[src/rtl/rxfcs_pkg.sv]
package rxfcs_pkg;

   localparam int unsigned FCS_BYTES = 4;
   localparam logic [31:0] CRC_POLY_REFL = 32'hEDB8_8320;
   localparam logic [31:0] CRC_INIT = 32'hFFFF_FFFF;
   // Register value left after a frame whose check bytes are correct.
   localparam logic [31:0] CRC_GOOD_RESIDUE = 32'hDEBB_20E3;
   // Register value left when the check bytes are the uncomplemented CRC.
   localparam logic [31:0] CRC_STOMP_RESIDUE = 32'h0000_0000;

   function automatic logic [31:0] crc_step_byte(input logic [31:0] c_in,
                                                 input logic [7:0] d);
      logic [31:0] c;
      c = c_in;
      for (int i = 0; i < 8; i++) begin
         c = (c >> 1) ^ (CRC_POLY_REFL & {32{c[0] ^ d[i]}});
      end
      return c;
   endfunction

endpackage

[src/rtl/rxfcs_crc_check.sv]
module rxfcs_crc_check
   import rxfcs_pkg::*;
#(
   parameter int unsigned BYTES = 8,
   parameter int unsigned NB_W  = $clog2(BYTES + 1)
) (
   input  logic               clk,
   input  logic               rst_n,
   input  logic               in_valid,
   input  logic [8*BYTES-1:0] in_data,
   input  logic [NB_W-1:0]    in_nb,
   input  logic               in_last,
   output logic               verdict_err,
   output logic               bad_pulse,
   output logic               stomp_pulse
);

   logic [31:0] crc_q, crc_nx;
   logic        close_now, is_good, is_stomp;

   // Running CRC over the bytes in use on this beat.
   always_comb begin
      crc_nx = crc_q;
      for (int b = 0; b < BYTES; b++) begin
         if (NB_W'(b) < in_nb) crc_nx = crc_step_byte(crc_nx, in_data[8*b +: 8]);
      end
   end

   assign close_now   = in_valid && in_last;
   assign is_good     = (crc_nx == CRC_GOOD_RESIDUE);
   assign is_stomp    = (crc_nx == CRC_STOMP_RESIDUE);
   assign verdict_err = !is_good;

   always_ff @(posedge clk) begin
      if (!rst_n) begin
         crc_q       <= CRC_INIT;
         bad_pulse   <= 1'b0;
         stomp_pulse <= 1'b0;
      end else begin
         if (in_valid) crc_q <= in_last ? CRC_INIT : crc_nx;
         bad_pulse   <= close_now && !is_good && !is_stomp;
         stomp_pulse <= close_now && is_stomp;
      end
   end

   assert_one_verdict_R7: assert property (@(posedge clk) disable iff (!rst_n)
      !(bad_pulse && stomp_pulse));

   assert_pulse_after_close_R8: assert property (@(posedge clk) disable iff (!rst_n)
      (bad_pulse || stomp_pulse) |-> $past(in_valid && in_last));

endmodule

[src/rtl/rxfcs_realign.sv]
module rxfcs_realign
   import rxfcs_pkg::*;
#(
   parameter int unsigned BYTES    = 8,
   parameter int unsigned NB_W     = $clog2(BYTES + 1),
   parameter int unsigned KEEP_LEN = 8
) (
   input  logic               clk,
   input  logic               rst_n,
   input  logic               strip_en,
   input  logic               in_valid,
   input  logic [8*BYTES-1:0] in_data,
   input  logic [NB_W-1:0]    in_nb,
   input  logic               in_last,
   input  logic               in_err,
   output logic               out_valid,
   output logic [8*BYTES-1:0] out_data,
   output logic [NB_W-1:0]    out_nb,
   output logic               out_last,
   output logic               out_err
);

   localparam int unsigned LEN_W = $clog2(KEEP_LEN + BYTES + 1) + 1;
   localparam logic [NB_W-1:0]  FCS_NB  = NB_W'(FCS_BYTES);
   localparam logic [LEN_W-1:0] LEN_CAP = LEN_W'(KEEP_LEN + 1);

   // Hold register: one beat kept back for realignment.
   logic               h_v, h_last, h_err;
   logic [8*BYTES-1:0] h_data;
   logic [NB_W-1:0]    h_nb;
   logic               nh_v, nh_last, nh_err;
   logic [8*BYTES-1:0] nh_data;
   logic [NB_W-1:0]    nh_nb;

   logic [LEN_W-1:0]   len_q, len_sum;
   logic               long_frame, do_strip, emit;
   logic               o_v, o_last, o_err;
   logic [NB_W-1:0]    o_nb;
   logic [8*BYTES-1:0] data_q;

   assign len_sum    = len_q + LEN_W'(in_nb);
   assign long_frame = (len_sum > LEN_W'(KEEP_LEN));
   assign do_strip   = strip_en && long_frame;
   assign emit       = h_v && (in_valid || h_last);

   always_comb begin
      o_v     = emit;
      o_nb    = h_nb;
      o_last  = h_last;
      o_err   = h_err;
      nh_v    = h_v && !emit;
      nh_data = h_data;
      nh_nb   = h_nb;
      nh_last = h_last;
      nh_err  = h_err;
      if (in_valid) begin
         if (!in_last || !do_strip || (in_nb > FCS_NB)) begin
            nh_v    = 1'b1;
            nh_data = in_data;
            nh_nb   = (in_last && do_strip) ? (in_nb - FCS_NB) : in_nb;
            nh_last = in_last;
            nh_err  = in_last && in_err;
         end else begin
            // Whole tail is check bytes: the held beat becomes the closing one.
            o_last = 1'b1;
            o_nb   = h_nb + in_nb - FCS_NB;
            o_err  = in_err;
         end
      end
   end

   always_ff @(posedge clk) begin
      if (!rst_n) begin
         h_v       <= 1'b0;
         h_last    <= 1'b0;
         h_err     <= 1'b0;
         h_nb      <= '0;
         h_data    <= '0;
         len_q     <= '0;
         out_valid <= 1'b0;
         out_last  <= 1'b0;
         out_err   <= 1'b0;
         out_nb    <= '0;
         data_q    <= '0;
      end else begin
         h_v       <= nh_v;
         h_last    <= nh_last;
         h_err     <= nh_err;
         h_nb      <= nh_nb;
         h_data    <= nh_data;
         if (in_valid) len_q <= in_last ? '0 : (long_frame ? LEN_CAP : len_sum);
         out_valid <= o_v;
         out_last  <= o_v && o_last;
         out_err   <= o_v && o_err;
         out_nb    <= o_nb;
         data_q    <= h_data;
      end
   end

   // Unused output lanes read as zero.
   for (genvar l = 0; l < BYTES; l++) begin : g_lane
      assign out_data[8*l +: 8] = (NB_W'(l) < out_nb) ? data_q[8*l +: 8] : 8'h00;
   end

   assert_err_on_last_R5: assert property (@(posedge clk) disable iff (!rst_n)
      (out_valid && out_err) |-> out_last);

   assert_nb_range_R10: assert property (@(posedge clk) disable iff (!rst_n)
      out_valid |-> ((out_nb != '0) && (out_nb <= NB_W'(BYTES))));

   assert_full_mid_beat_R10: assert property (@(posedge clk) disable iff (!rst_n)
      (out_valid && !out_last) |-> (out_nb == NB_W'(BYTES)));

   assert_tail_has_hold_R2: assert property (@(posedge clk) disable iff (!rst_n)
      (in_valid && in_last && do_strip && (in_nb <= FCS_NB)) |-> (h_v && !h_last));

endmodule

[src/rtl/rxfcs_check_strip.sv]
module rxfcs_check_strip
   import rxfcs_pkg::*;
#(
   parameter int unsigned BYTES    = 8,
   parameter int unsigned KEEP_LEN = 8,
   localparam int unsigned NB_W    = $clog2(BYTES + 1)
) (
   input  logic               clk,
   input  logic               rst_n,
   input  logic               strip_en,
   input  logic               ignore_fcs,
   input  logic               in_valid,
   input  logic [8*BYTES-1:0] in_data,
   input  logic [NB_W-1:0]    in_nbytes,
   input  logic               in_last,
   output logic               out_valid,
   output logic [8*BYTES-1:0] out_data,
   output logic [NB_W-1:0]    out_nbytes,
   output logic               out_last,
   output logic               out_user_err,
   output logic               bad_fcs_pulse,
   output logic               stomped_fcs_pulse
);

   if (BYTES < FCS_BYTES) begin : g_bad_width
      $error("rxfcs_check_strip: BYTES must be at least the check sequence size");
   end
   if (KEEP_LEN < FCS_BYTES) begin : g_bad_keep
      $error("rxfcs_check_strip: KEEP_LEN must be at least the check sequence size");
   end

   logic verdict_err;

   rxfcs_crc_check #(.BYTES(BYTES), .NB_W(NB_W)) u_crc (
      .clk         (clk),
      .rst_n       (rst_n),
      .in_valid    (in_valid),
      .in_data     (in_data),
      .in_nb       (in_nbytes),
      .in_last     (in_last),
      .verdict_err (verdict_err),
      .bad_pulse   (bad_fcs_pulse),
      .stomp_pulse (stomped_fcs_pulse)
   );

   rxfcs_realign #(.BYTES(BYTES), .NB_W(NB_W), .KEEP_LEN(KEEP_LEN)) u_align (
      .clk       (clk),
      .rst_n     (rst_n),
      .strip_en  (strip_en),
      .in_valid  (in_valid),
      .in_data   (in_data),
      .in_nb     (in_nbytes),
      .in_last   (in_last),
      .in_err    (verdict_err && !ignore_fcs),
      .out_valid (out_valid),
      .out_data  (out_data),
      .out_nb    (out_nbytes),
      .out_last  (out_last),
      .out_err   (out_user_err)
   );

   assert_ignore_quiet_R6: assert property (@(posedge clk) disable iff (!rst_n)
      (ignore_fcs && out_valid) |-> !out_user_err);

endmodule

[config.mk]
export PLATFORM = sky130hd
export DESIGN_NAME = rxfcs_check_strip
export DESIGN_NICKNAME = d
export VERILOG_FILES = /design/src/rtl/rxfcs_pkg.sv /design/src/rtl/rxfcs_crc_check.sv /design/src/rtl/rxfcs_realign.sv /design/src/rtl/rxfcs_check_strip.sv
export SDC_FILE = /design/constraint.sdc
export NUM_CORES = 1
export LEC_CHECK = 0
export CELL_PAD_IN_SITES_DETAIL_PLACEMENT = 1
export CELL_PAD_IN_SITES_GLOBAL_PLACEMENT = 2
export CORE_ASPECT_RATIO = 0.8
export CORE_MARGIN = 3
export CORE_UTILIZATION = 44
export CTS_CLUSTER_DIAMETER = 60
export CTS_CLUSTER_SIZE = 8
export DETAILED_ROUTE_END_ITERATION = 8
export DONT_BUFFER_PORTS = 1
export PLACE_DENSITY_LB_ADDON = 0.1
export SKIP_CTS_REPAIR_TIMING = 1
export SYNTH_ARGS = -nofsm -noshare
export SYNTH_HDL_FRONTEND = slang
export SYNTH_SLANG_ARGS = --single-unit
export TNS_END_PERCENT = 1
[constraint.sdc]
create_clock -name clk -period 20.3 [get_ports clk]
set_clock_uncertainty 0.15 [all_clocks]
set_input_delay 3.045 -clock clk [delete_from_list [all_inputs] [get_ports clk]]
set_output_delay 3.045 -clock clk [all_outputs]
set_load 0.03 [all_outputs]
==> results.sh <==
export IMPL_top_level_ports=147
export IMPL_antenna_found_initial=1
export IMPL_min_to="u_align.data_q[10]$_SDFF_PN0_"
export IMPL_clock_path_buffers=2
export IMPL_grt_pass1_vias=16500
export IMPL_seq_area_um2=3640
export IMPL_firstDrtPassIters=5
export IMPL_fin_crit_sh_pct=79.8
export IMPL_finalHoldViolations=0
export IMPL_drtIter0Drc=1247
export IMPL_netlist_instances=2315
export IMPL_dp_hpwl_um=55800
export IMPL_routedWlPerCell_um=24.9
export IMPL_maxCapViolations=0
export IMPL_vias=16700
export IMPL_min_path_cells=1
export IMPL_tns_ns=0
export IMPL_synth_area_per_cell_um2=8.42
export IMPL_cp_max_fo=57
export IMPL_antenna_left=0
export IMPL_grt_overflow=0
export IMPL_cp_required_ns=20.50
export IMPL_multi_input_area_um2=15400
export IMPL_synth_area_um2=19500
export IMPL_fin_nets=2321
export IMPL_start_kind="input pin"
export IMPL_drive_gt1_share_pct=7.52
export IMPL_endpoint_kind="flop"
export IMPL_busiest_layer="met2"
export IMPL_tightest_slew_ns=1.08
export IMPL_gr_usage_met1_pct=43.8
export IMPL_worstReg2RegEnd="u_align.out_err$_SDFF_PN0_"
export IMPL_crit_slowest_cell="xor2_1"
export IMPL_numPortBuffers=0
export IMPL_met3_usage_pct=5.77
export IMPL_clkTransAtPathRegs_ns=0.09
export IMPL_setup_worst_path_class="input pin to flop"
export IMPL_grtUsageTotal_pct=30.0
export IMPL_slew_violations=0
export IMPL_status="finished clean"
export IMPL_cp_top_family="XOR/XNOR gates"
export IMPL_min_period_ns=16.20
export IMPL_grtUsageMet2_pct=46.1
export IMPL_arrival_ns=16.40
export IMPL_dieArea_um2=46900
export IMPL_fillers=5118
export IMPL_synth_nets=2401
export IMPL_grt_pass1_wl_um=106000
export IMPL_min_path_type="flop to flop"
export IMPL_root_buffer="clkbuf_16"
export IMPL_cts_buffers=17
export IMPL_clock_fmax_mhz=61.7
export IMPL_reg2reg_slack_ns=7.22
export IMPL_ys_warn_count=0
export IMPL_dieWidth_um=241
export IMPL_ys_flop_type="dfxtp_1"
export IMPL_gp_congestion=0.913
export IMPL_die_y_um=194
export IMPL_critPathBufInv=4
export IMPL_start_util_pct=44.9
export IMPL_cts_sinks=182
export IMPL_synthArstFlopShare_pct=0
export IMPL_clkLatencyLatePin_ns=0.49
export IMPL_reg2reg_from="u_crc.crc_q[5]$_SDFFE_PN1P_"
export IMPL_drc=0
export IMPL_rsz0062_at_grt="false"
export IMPL_ff2ff_path_depth=31
export IMPL_htree_num_levels=4
export IMPL_yosysSeqAreaShare_pct=18.7
export IMPL_setup_violations=0
export IMPL_viasPerCell=5.87
export IMPL_cts_tree="yes"
export IMPL_area_delta_synth_final_pct=6.00
export IMPL_grt_max_degree=151
export IMPL_hp_start="u_align.h_data[10]$_SDFFE_PN0P_"
export IMPL_yosysUniqueCellTypes=99
export IMPL_slew_headroom_pct=27.2
export IMPL_core_um2=43500
export IMPL_ys_seq_elements=182
export IMPL_num_rows=68
export IMPL_synth_edf_count=0
export IMPL_crit_path_max_incr_delay_ns=0.79
export IMPL_drt_wl_total_um=70700
worst max-delay path by stage:
stage          slack [ns]                          to  cells past startpoint    startpoint
6_report             4.10  u_align.out_err$_SDFF_PN0_                     35  in_nbytes[3]
4_1_cts              4.32  u_align.out_err$_SDFF_PN0_                     35  in_nbytes[3]
3_5_place_dp         3.76  u_align.out_err$_SDFF_PN0_                     35  in_nbytes[3]
2_1_floorplan        6.63  u_align.out_err$_SDFF_PN0_                     36  in_nbytes[3]
5_1_grt              3.42  u_align.out_err$_SDFF_PN0_                     35  in_nbytes[3]
3_3_place_gp         3.99  u_align.out_err$_SDFF_PN0_                     35  in_nbytes[3]
metrics by stage:
step                utilization (%)  instance area, um^2  worst slack (ns)  hold slack, ns  cells
finish                         47.5                20700              4.10           0.293   2844
global route                   47.5                20700              3.42           0.317   2843
CTS                            47.5                20700              4.32           0.299   2843
detailed placement             46.1                20100              3.76           0.291   2811
global placement               46.1                20000              3.99           0.283   2810
floorplan                         -                19500              6.63           0.280   2315
worst reg2reg max path, delay by kind of cell, from the launching register on:
kind                      cells  cell delay, ns
AOI/OAI and AO/OA             8            2.40
muxes                         3            1.12
xor gates and xnor gates     12            5.19
and+or+nand+nor               8            3.66
DFF                           1            0.46
registers in the layout (all words and copies together) (netlist names), 4 cells and up:
signal,count
u_align.data_q,64
u_align.h_data,64
u_align.h_nb,4
u_align.len_q,6
u_align.out_nb,4
u_crc.crc_q,32
cell usage after synthesis (11+ instances only):
| master | count | area (um^2) |
|---|---|---|
| a211oi_1 | 21 | 158 |
| a21boi_0 | 74 | 556 |
| a21o_1 | 11 | 82.6 |
| a21oi_1 | 101 | 505 |
| and2_1 | 88 | 551 |
| and3_1 | 20 | 125 |
| buf_1 | 27 | 101 |
| clkbuf_1 | 97 | 364 |
| dfxtp_1 | 182 | 3640 |
| inv_1 | 20 | 75.1 |
| mux2_2 | 14 | 158 |
| mux2i_1 | 106 | 1060 |
| nand2_1 | 312 | 1170 |
| nand2b_1 | 18 | 113 |
| nand3_1 | 36 | 180 |
| nand4_1 | 14 | 87.6 |
| nor2_1 | 148 | 556 |
| nor2b_1 | 71 | 444 |
| nor3_1 | 23 | 115 |
| o211ai_1 | 32 | 240 |
| o21a_1 | 11 | 82.6 |
| o21ai_0 | 88 | 440 |
| or2_2 | 13 | 81.3 |
| or3_1 | 19 | 119 |
| xnor2_1 | 312 | 2730 |
| xnor2_2 | 16 | 260 |
| xnor3_1 | 79 | 1780 |
| xor2_1 | 118 | 1030 |
| xor3_1 | 15 | 357 |
logic make-up (layout without fill, tap and decap cells):
logic type / Yosys count / after routing / share of synthesized area (%)
simple gates: 835 / 835 / 21.3
xor+xnor: 555 / 555 / 33.4
compound gates: 454 / 454 / 15.9
flops: 182 / 182 / 18.7
buf+inv: 150 / 83 / 2.94
mux: 127 / 127 / 6.92
fa+ha+maj: 12 / 12 / 0.847
other cells: 0 / 1 / 0
layer usage:
metal  vias to the layer above  wire [um]
met4                         2       1090
met3                        55       4570
met2                       460      31300
met1                      8350      33800
met5                         -         13
li1                       7818          -
cell type report:
| class | instances | share of cell area (%) |
|---|---|---|
| Multi-Input combinational cell | 1983 | 74.3 |
| Sequential cell | 182 | 17.6 |
| Tap cell | 595 | 3.60 |
| Clock buffer | 18 | 2.08 |
| Timing Repair Buffer | 31 | 1.14 |
| Clock inverter | 14 | 0.890 |
| Inverter | 20 | 0.363 |
| Antenna cell | 1 | 0.0121 |
placed cells by master (no fill, tap or decap), types with 15 or more instances in the layout:
cell,n
a211oi_1,21
a21boi_0,74
a21oi_1,97
and2_1,87
and3_1,20
buf_4,30
clkbuf_16,17
dfxtp_1,182
inv_1,20
mux2i_1,106
nand2_1,310
nand2b_1,18
nand3_1,36
nor2_1,147
nor2b_1,71
nor3_1,23
o211ai_1,32
o21ai_0,88
or3_1,19
xnor2_1,312
xnor2_2,16
xnor3_1,79
xor2_1,118
xor3_1,15
Power is left out: the tool's default activity adds up to more than one toggle a clock period on the data nets, which glitch-free logic cannot reach.
